$ cat config.mk
export PLATFORM = sky130hd
export DESIGN_NAME = xlat_cache
export DESIGN_NICKNAME = d
export VERILOG_FILES = /design/src/rtl/xlat_pkg.sv /design/src/rtl/xlat_store.sv /design/src/rtl/xlat_match.sv /design/src/rtl/xlat_pick.sv /design/src/rtl/xlat_victim.sv /design/src/rtl/xlat_cache.sv
export SDC_FILE = /design/constraint.sdc
export NUM_CORES = 2
export LEC_CHECK = 0
export BUFFER_PORTS_ARGS = -buffer_cell sky130_fd_sc_hd__buf_4
export CORE_UTILIZATION = 44
export DETAILED_ROUTE_END_ITERATION = 16
export GPL_TIMING_DRIVEN = 0
export HOLD_SLACK_MARGIN = 0.02
export SLEW_MARGIN = 20
export SYNTH_ARGS = -nofsm -noshare
export SYNTH_HDL_FRONTEND = slang
export SYNTH_HIERARCHICAL = 1
export SYNTH_SLANG_ARGS = --single-unit
export TNS_END_PERCENT = 50
$ cat constraint.sdc
create_clock -name clk -period 13.85 [get_ports clk]
set_clock_uncertainty 0.2 [all_clocks]
set_input_delay 4.155 -clock clk [delete_from_list [all_inputs] [get_ports clk]]
set_output_delay 4.155 -clock clk [all_outputs]
set_load 0.01 [all_outputs]
$ cat src/rtl/xlat_pkg.sv
package xlat_pkg;
   localparam int XL_VPN_W   = 20;
   localparam int XL_SET_W   = 4;
   localparam int XL_WAYS    = 4;
   localparam int XL_ENT_W   = 32;
   localparam int XL_OFF_W   = 12;
   localparam int XL_GLB_BIT = 8;

   function automatic bit is_pow2(input int n);
      return (n > 0) && ((n & (n - 1)) == 0);
   endfunction
endpackage

$ cat src/rtl/xlat_store.sv
module xlat_store #(
   parameter int SETS    = 16,
   parameter int WAYS    = 4,
   parameter int TAG_W   = 16,
   parameter int ENT_W   = 32,
   parameter int GLB_BIT = 8,
   localparam int SET_W  = $clog2(SETS),
   localparam int WAY_W  = $clog2(WAYS)
) (
   input  logic                                     clk,
   input  logic                                     rst_n,
   input  logic                                     flush,
   input  logic                                     wr_en,
   input  logic [SET_W-1:0]                         wr_set,
   input  logic [WAY_W-1:0]                         wr_way,
   input  logic                                     wr_kind,
   input  logic [TAG_W-1:0]                         wr_tag,
   input  logic [ENT_W-1:0]                         wr_ent,
   output logic [SETS-1:0][WAYS-1:0]                v_q,
   output logic [SETS-1:0][WAYS-1:0]                kind_q,
   output logic [SETS-1:0][WAYS-1:0][TAG_W-1:0]     tag_q,
   output logic [SETS-1:0][WAYS-1:0][ENT_W-1:0]     ent_q
);
   // valid bits: flush first, then the write wins for its own way
   always_ff @(posedge clk) begin
      if (!rst_n) begin
         v_q <= '0;
      end else begin
         for (int s = 0; s < SETS; s++) begin
            for (int w = 0; w < WAYS; w++) begin
               if (flush && !ent_q[s][w][GLB_BIT]) v_q[s][w] <= 1'b0;
            end
         end
         if (wr_en) v_q[wr_set][wr_way] <= 1'b1;
      end
   end

   // payload needs no reset: it is qualified by the valid bit
   always_ff @(posedge clk) begin
      if (wr_en) begin
         kind_q[wr_set][wr_way] <= wr_kind;
         tag_q[wr_set][wr_way]  <= wr_tag;
         ent_q[wr_set][wr_way]  <= wr_ent;
      end
   end
endmodule

$ cat src/rtl/xlat_match.sv
module xlat_match #(
   parameter int WAYS  = 4,
   parameter int TAG_W = 16
) (
   input  logic [WAYS-1:0]             way_valid,
   input  logic [WAYS-1:0]             way_kind,
   input  logic [WAYS-1:0][TAG_W-1:0]  way_tag,
   input  logic                        want_kind,
   input  logic [TAG_W-1:0]            want_tag,
   output logic [WAYS-1:0]             hit_vec
);
   for (genvar w = 0; w < WAYS; w++) begin : g_way
      assign hit_vec[w] = way_valid[w] && (way_kind[w] == want_kind)
                          && (way_tag[w] == want_tag);
   end
endmodule

$ cat src/rtl/xlat_pick.sv
module xlat_pick #(
   parameter int WAYS    = 4,
   localparam int WAY_W  = $clog2(WAYS)
) (
   input  logic [WAYS-1:0]  req,
   output logic             any,
   output logic [WAY_W-1:0] idx
);
   assign any = |req;

   if (WAYS == 2) begin : g_two
      assign idx = req[0] ? 1'b0 : 1'b1;
   end else begin : g_wide
      always_comb begin
         idx = '0;
         for (int i = WAYS - 1; i >= 0; i--) begin
            if (req[i]) idx = WAY_W'(i);
         end
      end
   end
endmodule

$ cat src/rtl/xlat_victim.sv
module xlat_victim #(
   parameter int WAYS    = 4,
   localparam int WAY_W  = $clog2(WAYS)
) (
   input  logic [WAYS-1:0]  set_valid,
   input  logic [WAYS-1:0]  same_vec,
   input  logic [WAY_W-1:0] rr_ptr,
   output logic [WAY_W-1:0] way,
   output logic             use_rr
);
   logic             same_any, free_any;
   logic [WAY_W-1:0] same_idx, free_idx;

   xlat_pick #(.WAYS(WAYS)) u_same (.req(same_vec),   .any(same_any), .idx(same_idx));
   xlat_pick #(.WAYS(WAYS)) u_free (.req(~set_valid), .any(free_any), .idx(free_idx));

   // in-place rewrite beats a free slot, which beats rotation
   always_comb begin
      use_rr = 1'b0;
      if (same_any)      way = same_idx;
      else if (free_any) way = free_idx;
      else begin
         way    = rr_ptr;
         use_rr = 1'b1;
      end
   end
endmodule

$ cat src/rtl/xlat_cache.sv
module xlat_cache #(
   parameter int VPN_W   = xlat_pkg::XL_VPN_W,
   parameter int SET_W   = xlat_pkg::XL_SET_W,
   parameter int WAYS    = xlat_pkg::XL_WAYS,
   parameter int ENT_W   = xlat_pkg::XL_ENT_W,
   parameter int OFF_W   = xlat_pkg::XL_OFF_W,
   parameter int GLB_BIT = xlat_pkg::XL_GLB_BIT
) (
   input  logic             clk,
   input  logic             rst_n,
   input  logic             lk_valid,
   input  logic [VPN_W-1:0] lk_vpn,
   input  logic             lk_dir,
   input  logic [OFF_W-1:0] lk_off,
   input  logic             fl_valid,
   input  logic [VPN_W-1:0] fl_vpn,
   input  logic             fl_dir,
   input  logic [ENT_W-1:0] fl_entry,
   input  logic             ts_flush,
   output logic             rs_valid,
   output logic             rs_hit,
   output logic [ENT_W-1:0] rs_entry,
   output logic [ENT_W-1:0] rs_paddr
);
   localparam int SETS  = 1 << SET_W;
   localparam int TAG_W = VPN_W - SET_W;
   localparam int WAY_W = $clog2(WAYS);

   if (!xlat_pkg::is_pow2(WAYS) || WAYS < 2) begin : g_bad_ways
      $error("xlat_cache: WAYS must be a power of two, at least 2");
   end
   if (SET_W < 1 || SET_W >= VPN_W) begin : g_bad_set
      $error("xlat_cache: SET_W must lie between 1 and VPN_W-1");
   end
   if (GLB_BIT >= ENT_W || OFF_W >= ENT_W) begin : g_bad_ent
      $error("xlat_cache: entry too narrow for global bit or offset");
   end

   logic [SETS-1:0][WAYS-1:0]             v_q, kind_q;
   logic [SETS-1:0][WAYS-1:0][TAG_W-1:0]  tag_q;
   logic [SETS-1:0][WAYS-1:0][ENT_W-1:0]  ent_q;
   logic [SETS-1:0][WAY_W-1:0]            rr_q;

   logic [SET_W-1:0] lk_set, fl_set;
   logic [TAG_W-1:0] lk_tag, fl_tag;
   assign lk_set = lk_vpn[SET_W-1:0];
   assign lk_tag = lk_vpn[VPN_W-1:SET_W];
   assign fl_set = fl_vpn[SET_W-1:0];
   assign fl_tag = fl_vpn[VPN_W-1:SET_W];

   // ---------------- lookup path ----------------
   logic [WAYS-1:0]  lk_hits;
   logic             lk_any;
   logic [WAY_W-1:0] lk_way;
   logic [ENT_W-1:0] lk_ent;

   xlat_match #(.WAYS(WAYS), .TAG_W(TAG_W)) u_lk_match (
      .way_valid (v_q[lk_set]),
      .way_kind  (kind_q[lk_set]),
      .way_tag   (tag_q[lk_set]),
      .want_kind (lk_dir),
      .want_tag  (lk_tag),
      .hit_vec   (lk_hits)
   );
   xlat_pick #(.WAYS(WAYS)) u_lk_pick (.req(lk_hits), .any(lk_any), .idx(lk_way));
   assign lk_ent = ent_q[lk_set][lk_way];

   always_ff @(posedge clk) begin
      if (!rst_n) begin
         rs_valid <= 1'b0;
         rs_hit   <= 1'b0;
         rs_entry <= '0;
         rs_paddr <= '0;
      end else begin
         rs_valid <= lk_valid;
         rs_hit   <= lk_valid && lk_any;
         rs_entry <= (lk_valid && lk_any) ? lk_ent : '0;
         rs_paddr <= (lk_valid && lk_any && !lk_dir)
                     ? {lk_ent[ENT_W-1:OFF_W], lk_off} : '0;
      end
   end

   // ---------------- fill path ----------------
   logic [WAYS-1:0]  fl_same;
   logic [WAY_W-1:0] fl_way;
   logic             fl_rot;

   xlat_match #(.WAYS(WAYS), .TAG_W(TAG_W)) u_fl_match (
      .way_valid (v_q[fl_set]),
      .way_kind  (kind_q[fl_set]),
      .way_tag   (tag_q[fl_set]),
      .want_kind (fl_dir),
      .want_tag  (fl_tag),
      .hit_vec   (fl_same)
   );
   xlat_victim #(.WAYS(WAYS)) u_victim (
      .set_valid (v_q[fl_set]),
      .same_vec  (fl_same),
      .rr_ptr    (rr_q[fl_set]),
      .way       (fl_way),
      .use_rr    (fl_rot)
   );

   always_ff @(posedge clk) begin
      if (!rst_n) rr_q <= '0;
      else if (fl_valid && fl_rot) rr_q[fl_set] <= rr_q[fl_set] + WAY_W'(1);
   end

   xlat_store #(
      .SETS(SETS), .WAYS(WAYS), .TAG_W(TAG_W), .ENT_W(ENT_W), .GLB_BIT(GLB_BIT)
   ) u_store (
      .clk     (clk),
      .rst_n   (rst_n),
      .flush   (ts_flush),
      .wr_en   (fl_valid),
      .wr_set  (fl_set),
      .wr_way  (fl_way),
      .wr_kind (fl_dir),
      .wr_tag  (fl_tag),
      .wr_ent  (fl_entry),
      .v_q     (v_q),
      .kind_q  (kind_q),
      .tag_q   (tag_q),
      .ent_q   (ent_q)
   );
endmodule

* Word level (Yosys, flattened, before mapping) *
Index checks and enable logic that the tools add are counted.

word-level totals
  register bits = 3,298
  bits in latches = 0
  bits in writable memories = 0
  memory bits (read-only) = 0
  input bits = 91
  output and inout bits = 66
  logic and storage cells = 541
  memories = 0

operators by class
  add/subtract/negate cells = 1
  multiply operators = 0
  divide/modulo/power cells = 0
  order comparisons = 6
  equality and inequality tests = 16
  shift operators = 0
  muxes and demuxes = 181
  bitwise operators = 2
  reduce and logical (&&, ||, !) cells = 155

operators with widths
  kind                                         number
  2048-bit bitwise mux                         1
  1024-bit bitwise mux                         1
  128-bit binary-select mux with 4-bit select  1
  64-bit binary-select mux with 4-bit select   2
  128-bit demux with 4-bit select              1
  64-bit demux with 4-bit select               1
  128-bit two-way mux                          2
  64-bit two-way mux                           4
  1-bit two-way mux                            131
  16-bit == test                               8
  1-bit logical AND                            85
  1-bit logical NOT                            65
  32-bit binary-select mux with 2-bit select   1
  4-bit binary-select mux with 4-bit select    4
  64-bit bitwise mux                           1
  32-bit demux with 2-bit select               1
  32-bit two-way mux                           2
  64-bit OR                                    1
  32-bit bitwise mux                           1
  16-bit demux with 2-bit select               1
  2-bit two-way mux                            16
  4-bit two-way mux                            5
  4-bit demux with 4-bit select                1
  16-bit two-way mux                           1
  other kinds (12)                             24

* Logic depth before layout (Yosys ltp) *
  word-level depth = 18
  depth in mapped cells = 25
  depth with buffers taken out = 15

* By module *
Netlist, hierarchy kept.

by module, submodules not included
  module       instances  cells each  area an instance (um^2)  sequential area each (um^2)
  xlat_store   1          3,522       97,200.7                 95,451.5
  xlat_cache   1          2,294       36,651.4                 1,961.9
  xlat_match   2          100         795.8                    0.0
  xlat_pick    3          7           35.0                     0.0
  xlat_victim  1          11          56.3                     0.0

* Worst setup path after synthesis *
Ideal clock, no wire load.

  path kind = input port to flip-flop
  from = input port fl_vpn[0]
  to = register u_store/ent_q[128] (netlist name)
  setup time = 0.456 ns
  arrival time = 9.936 ns
  required time = 13.194 ns
  setup slack = 3.258 ns
  stages on the path = 17
  buffers on the path = 6
  path through = buf_2 -> clkbuf_1 -> buf_2 -> mux4_2 -> mux4_2 -> xor2_1 -> nor4_1 -> nand3_1 -> nor4_2 -> nor2_1 -> nand2_1 -> o21ai_1 -> clkbuf_1 -> or3b_1 -> clkbuf_1 -> buf_2 -> nor2_1

RTL lines
  item             RTL line          RTL
  start, declared  xlat_cache.sv:16  input logic [VPN_W-1:0] fl_vpn,

* Final worst setup path *
  from = input port lk_vpn[2]
  to = register rs_entry[11]

RTL lines
  item                                                                                RTL line          RTL
  start, declared                                                                     xlat_cache.sv:12  input logic [VPN_W-1:0] lk_vpn,
  branches (longest 4 deep; another with 64-bit binary-select mux with 4-bit select)  -
  1-bit logical AND (*)                                                               xlat_match.sv:14  && (way_tag[w] == want_tag);
  net lk_hits[0]                                                                      xlat_cache.sv:52  logic [WAYS-1:0] lk_hits;
  2-bit two-way mux (*)                                                               xlat_pick.sv:17   if (req[i]) idx = WAY_W'(i);
  net lk_way[0]                                                                       xlat_cache.sv:54  logic [WAY_W-1:0] lk_way;
  32-bit binary-select mux with 2-bit select (*)                                      xlat_cache.sv:66  assign lk_ent = ent_q[lk_set][lk_way];
  32-bit two-way mux (not written as such) (*)                                        xlat_cache.sv:66
  end signal, assigned                                                                xlat_cache.sv:77  rs_entry <= (lk_valid && lk_any) ? lk_ent : '0;
  end, declared                                                                       xlat_cache.sv:22  output logic [ENT_W-1:0] rs_entry,

Mark *: on every way through the listed nets, which the timed path passes. The select of a mux whose other input is x is not followed.
A chain may end at the register's enable or synchronous reset.

==> flow_summary.yaml <==
worst_setup_path:
  critPathCaptureType: "flip-flop"
  cp.arrival_ns: 14.27
  worst_stage_delay_on_the_critical_path_ns: 0.98
  crit_top_cell: "sky130_fd_sc_hd__buf_2"
  critPathMaxFanout: 11
  worst_ep_required_time_ns: 14.44
  worst_path_dominant_cell_family: "buffers and inverters"
  critical_path.slowest_cell: "sky130_fd_sc_hd__buf_2"
  critical_path.startpoint_type: "input port"
  timing.critical_path.cells: "buf_2, buf_2, buf_4, buf_2, buf_2, buf_2, buf_1, mux4_2, xor2_1, nor4_1, nand3_1, nor4_2, a21oi_2, buf_2, inv_1, buf_2, buf_2, buf_2, clkbuf_2, mux2i_1, o21ai_1, buf_4"
  timing.critical_path.buf_inv: 14
  path_class: "input port to flip-flop"
flow_run:
  maxCapViolCount: 0
sta:
  fin_ws_ns: 0.168
  drv_slew: 0
  final_min_period_over_clock_period: 0.988
  max_slew.worst_pin.slew_ns: 1.27
  finalHoldViolations: 0
  rsz0062_at_grt: "no"
  timing.final.setup_violations: 0
  final.setup.tns_ns: 0
  hold-worst-slack_ns: 0.276
  period_needed_ns: 13.68
  clock.fmax_mhz: 73.1
  slew-limit-headroom: 0.152
place:
  portBuffers: 144
  place_worst_setup_slack_ns: -0.480
  gpl.final_weighted_congestion: 0.872
  dp_hpwl_um: 309000
detailed_routing:
  drc: 0
  drtAntennaViolNets: 0
  drt_pre_antenna_iters: 6
  drt-total-wl_um: 454000
  drt-wirelength-per-cell_um: 40.5
  drt_first_iter_violations: 10816
  detailed_route_via_count: 73575
  via_per_inst: 6.57
global_route:
  grt_start_max_net_pins: 69
  grt_pass1_wl_um: 614000
  grt.overflow.total: 0
  gr-usage-all-layers: 0.293
  grt_antenna_before_repair: 27
  first_global_vias: 72488
final_layout:
  drive_above_1_share: 0.361
  final_core_utilization: 0.520
  area.sequential_mm2: 0.0974
  multiInputGateArea_mm2: 0.0367
  fin_nets: 6882
  area_delta_synth_final_pct: 17.6
  number_of_inserted_filler_cells_in_the_final_layout: 23712
worst_hold_path:
  hold_path.class: "flip-flop to flip-flop"
floorplan:
  die_area_mm2: 0.310
  design.core.area_mm2: 0.306
  initial_core_util: 0.443
  die_x_um: 557
  row_count: 203
  chipHeight_um: 557
  num_io_pins: 157
power_and_ir_drop:
  power_density_mw_per_mm2: 136
  static-leakage-power_nw: 50.0
  worst_ir_drop_on_vdd_v: 0.000102
  fin_total_pwr_mw: 21.7
synthesis:
  syn_nets: 6139
  library_cell_occupying_the_most_area_in_the_post_synthesis_netlist: "sky130_fd_sc_hd__edfxtp_1"
  area_fraction_of_the_dominant_cell_type_after_synthesis: 0.694
  mappedNetlistArea_mm2: 0.136
  ys_types: 64
  postSynthRegisterBits: 3298
  synth.yosys.seq_area_share: 0.718
  synth.area.top_cells: "sky130_fd_sc_hd__edfxtp_1 (69%), sky130_fd_sc_hd__mux4_2 (22%), sky130_fd_sc_hd__dfxtp_1 (2.4%)"
  proportion_of_synthesized_flip_flops_having_asynchronous_set_or_reset: 0
  avgSynthCellArea_um2: 22.4
  synth_flop_cell: "sky130_fd_sc_hd__edfxtp_1"
  synth-edff-count: 3136
  post_synth_inst_count: 6048
  synth-warning-count: 6
  ys_top_cells_by_count: "sky130_fd_sc_hd__edfxtp_1 (3,136), sky130_fd_sc_hd__mux4_2 (1,308), sky130_fd_sc_hd__clkbuf_1 (190)"
  yosysMostFrequentCell: "sky130_fd_sc_hd__edfxtp_1"
clock_tree:
  cts_buffer_depth: 4
  cts.repair_timing.setup_buffer_count: 0
  hold_buffers: 0
  cts_tree: "yes"
  path_clk_slew_ns: 0.06
  clk-insertion-delay-late_ns: 0.94
  clock-sinks: 3298
  post_cts_resized: 0
  cts_max_level: 5
  cts_root_buf: "sky130_fd_sc_hd__clkbuf_16"
  tritoncts_buffers: 350
status:
  status: "finished clean"
==> per-stage QoR <==
step | cell area (um2) | std cells
global route | 159000 | 11195
floorplan | 136000 | 6048
global placement | 142000 | 10292
finish | 159000 | 11204
detailed placement | 148000 | 10538
CTS | 159000 | 11178
==> cells by family after synthesis <==
logic type,synth area share
AOI/OAI and AO/OA,0.0139
buffers and inverters,0.0150
xor gates and xnor gates,0.00878
DFF,0.718
and+or+nand+nor,0.0208
muxes,0.223
==> final cells by class <==
class                   count  area share
clock buffers             427      0.0580
multi-input cells        2333       0.230
repair buffers            391      0.0422
well taps                4100      0.0322
flip-flops and latches   3298       0.611
inverters                  12    0.000283
clock inverters           213      0.0131
plain buffers             405      0.0128
diodes                     25    0.000392
==> where the power goes <==
group          switching, mW  internal, mW  total, mW
combinational          0.824         0.500       1.32
sequential           0.00847          10.9       10.9
clock                   3.99          5.40       9.39
total                   4.82          16.8       21.7
==> path summary, 6_finish.rpt <==
check | from | end | slack [ns] | cells after the start
setup reg to reg | u_store/kind_q[60]$_DFFE_PP_ | rs_entry[11]$_SDFF_PN0_ | 6.11 | 16
hold / removal | rr_q[9]$_SDFFE_PN0P_ | rr_q[9]$_SDFFE_PN0P_ | 0.28 | 2
hold reg to reg | rr_q[9]$_SDFFE_PN0P_ | rr_q[9]$_SDFFE_PN0P_ | 0.28 | 2
setup / recovery | lk_vpn[2] | rs_entry[11]$_SDFF_PN0_ | 0.17 | 22
==> registers in the layout (all words and copies together), names as in the netlist <==
signal          flops
rs_hit              1
rs_paddr           32
rs_entry           32
rr_q               32
u_store/v_q        64
u_store/kind_q     64
u_store/ent_q    2048
u_store/tag_q    1024
rs_valid            1
==> worst reg2reg max path, cell delays in order (launching register included) <==
cell	delay, ns
sky130_fd_sc_hd__edfxtp_1	0.40
sky130_fd_sc_hd__mux4_2	0.50
sky130_fd_sc_hd__mux4_2	0.61
sky130_fd_sc_hd__xor2_1	0.20
sky130_fd_sc_hd__nor4_1	0.45
sky130_fd_sc_hd__nand3_1	0.18
sky130_fd_sc_hd__nor4_2	0.72
sky130_fd_sc_hd__a21oi_2	0.21
sky130_fd_sc_hd__buf_2	0.37
sky130_fd_sc_hd__inv_1	0.22
sky130_fd_sc_hd__buf_2	0.39
sky130_fd_sc_hd__buf_2	0.71
sky130_fd_sc_hd__buf_2	0.55
sky130_fd_sc_hd__clkbuf_2	0.59
sky130_fd_sc_hd__mux2i_1	0.94
sky130_fd_sc_hd__o21ai_1	0.11
sky130_fd_sc_hd__buf_4	0.24
==> placed cells by master (no fill, tap or decap), types with 12 or more instances in the layout <==
master                       instances
sky130_fd_sc_hd__clkinvlp_4         13
sky130_fd_sc_hd__xnor2_1           104
sky130_fd_sc_hd__a22o_1             16
sky130_fd_sc_hd__o22ai_1            64
sky130_fd_sc_hd__diode_2            25
sky130_fd_sc_hd__buf_16            101
sky130_fd_sc_hd__o21ai_0            19
sky130_fd_sc_hd__o211a_1            16
sky130_fd_sc_hd__bufinv_16          34
sky130_fd_sc_hd__nor4_1             12
sky130_fd_sc_hd__mux4_2           1308
sky130_fd_sc_hd__a211oi_1           15
sky130_fd_sc_hd__a221oi_2           16
sky130_fd_sc_hd__clkinv_2           71
sky130_fd_sc_hd__clkinv_1           70
sky130_fd_sc_hd__and2_1             15
sky130_fd_sc_hd__clkbuf_2           34
sky130_fd_sc_hd__nand3_1            38
sky130_fd_sc_hd__buf_12            140
sky130_fd_sc_hd__nor2_4             64
sky130_fd_sc_hd__dfxtp_1           162
sky130_fd_sc_hd__buf_4             178
sky130_fd_sc_hd__nand2b_1           14
sky130_fd_sc_hd__xor2_1             32
sky130_fd_sc_hd__nor3_1             15
sky130_fd_sc_hd__mux2i_1            67
sky130_fd_sc_hd__buf_2             139
sky130_fd_sc_hd__mux2_2             12
sky130_fd_sc_hd__a21oi_1            22
sky130_fd_sc_hd__nor2b_1            80
sky130_fd_sc_hd__edfxtp_1         3136
sky130_fd_sc_hd__clkbuf_16         357
sky130_fd_sc_hd__clkbuf_1          221
sky130_fd_sc_hd__buf_6              25
sky130_fd_sc_hd__buf_1              20
sky130_fd_sc_hd__a31oi_1            15
sky130_fd_sc_hd__nand4_1            30
sky130_fd_sc_hd__nand2_1           172
sky130_fd_sc_hd__nor2_1             75
==> routing by layer <==
metal	up-vias	share of wire	global-route usage
met4	12	0.059	0.146
met2	4904	0.48	0.470
li1	27580	-	-
met5	-	0.00017	0
met3	1091	0.10	0.0617
met1	39988	0.36	0.380
(Power assumes the default switching activity.)
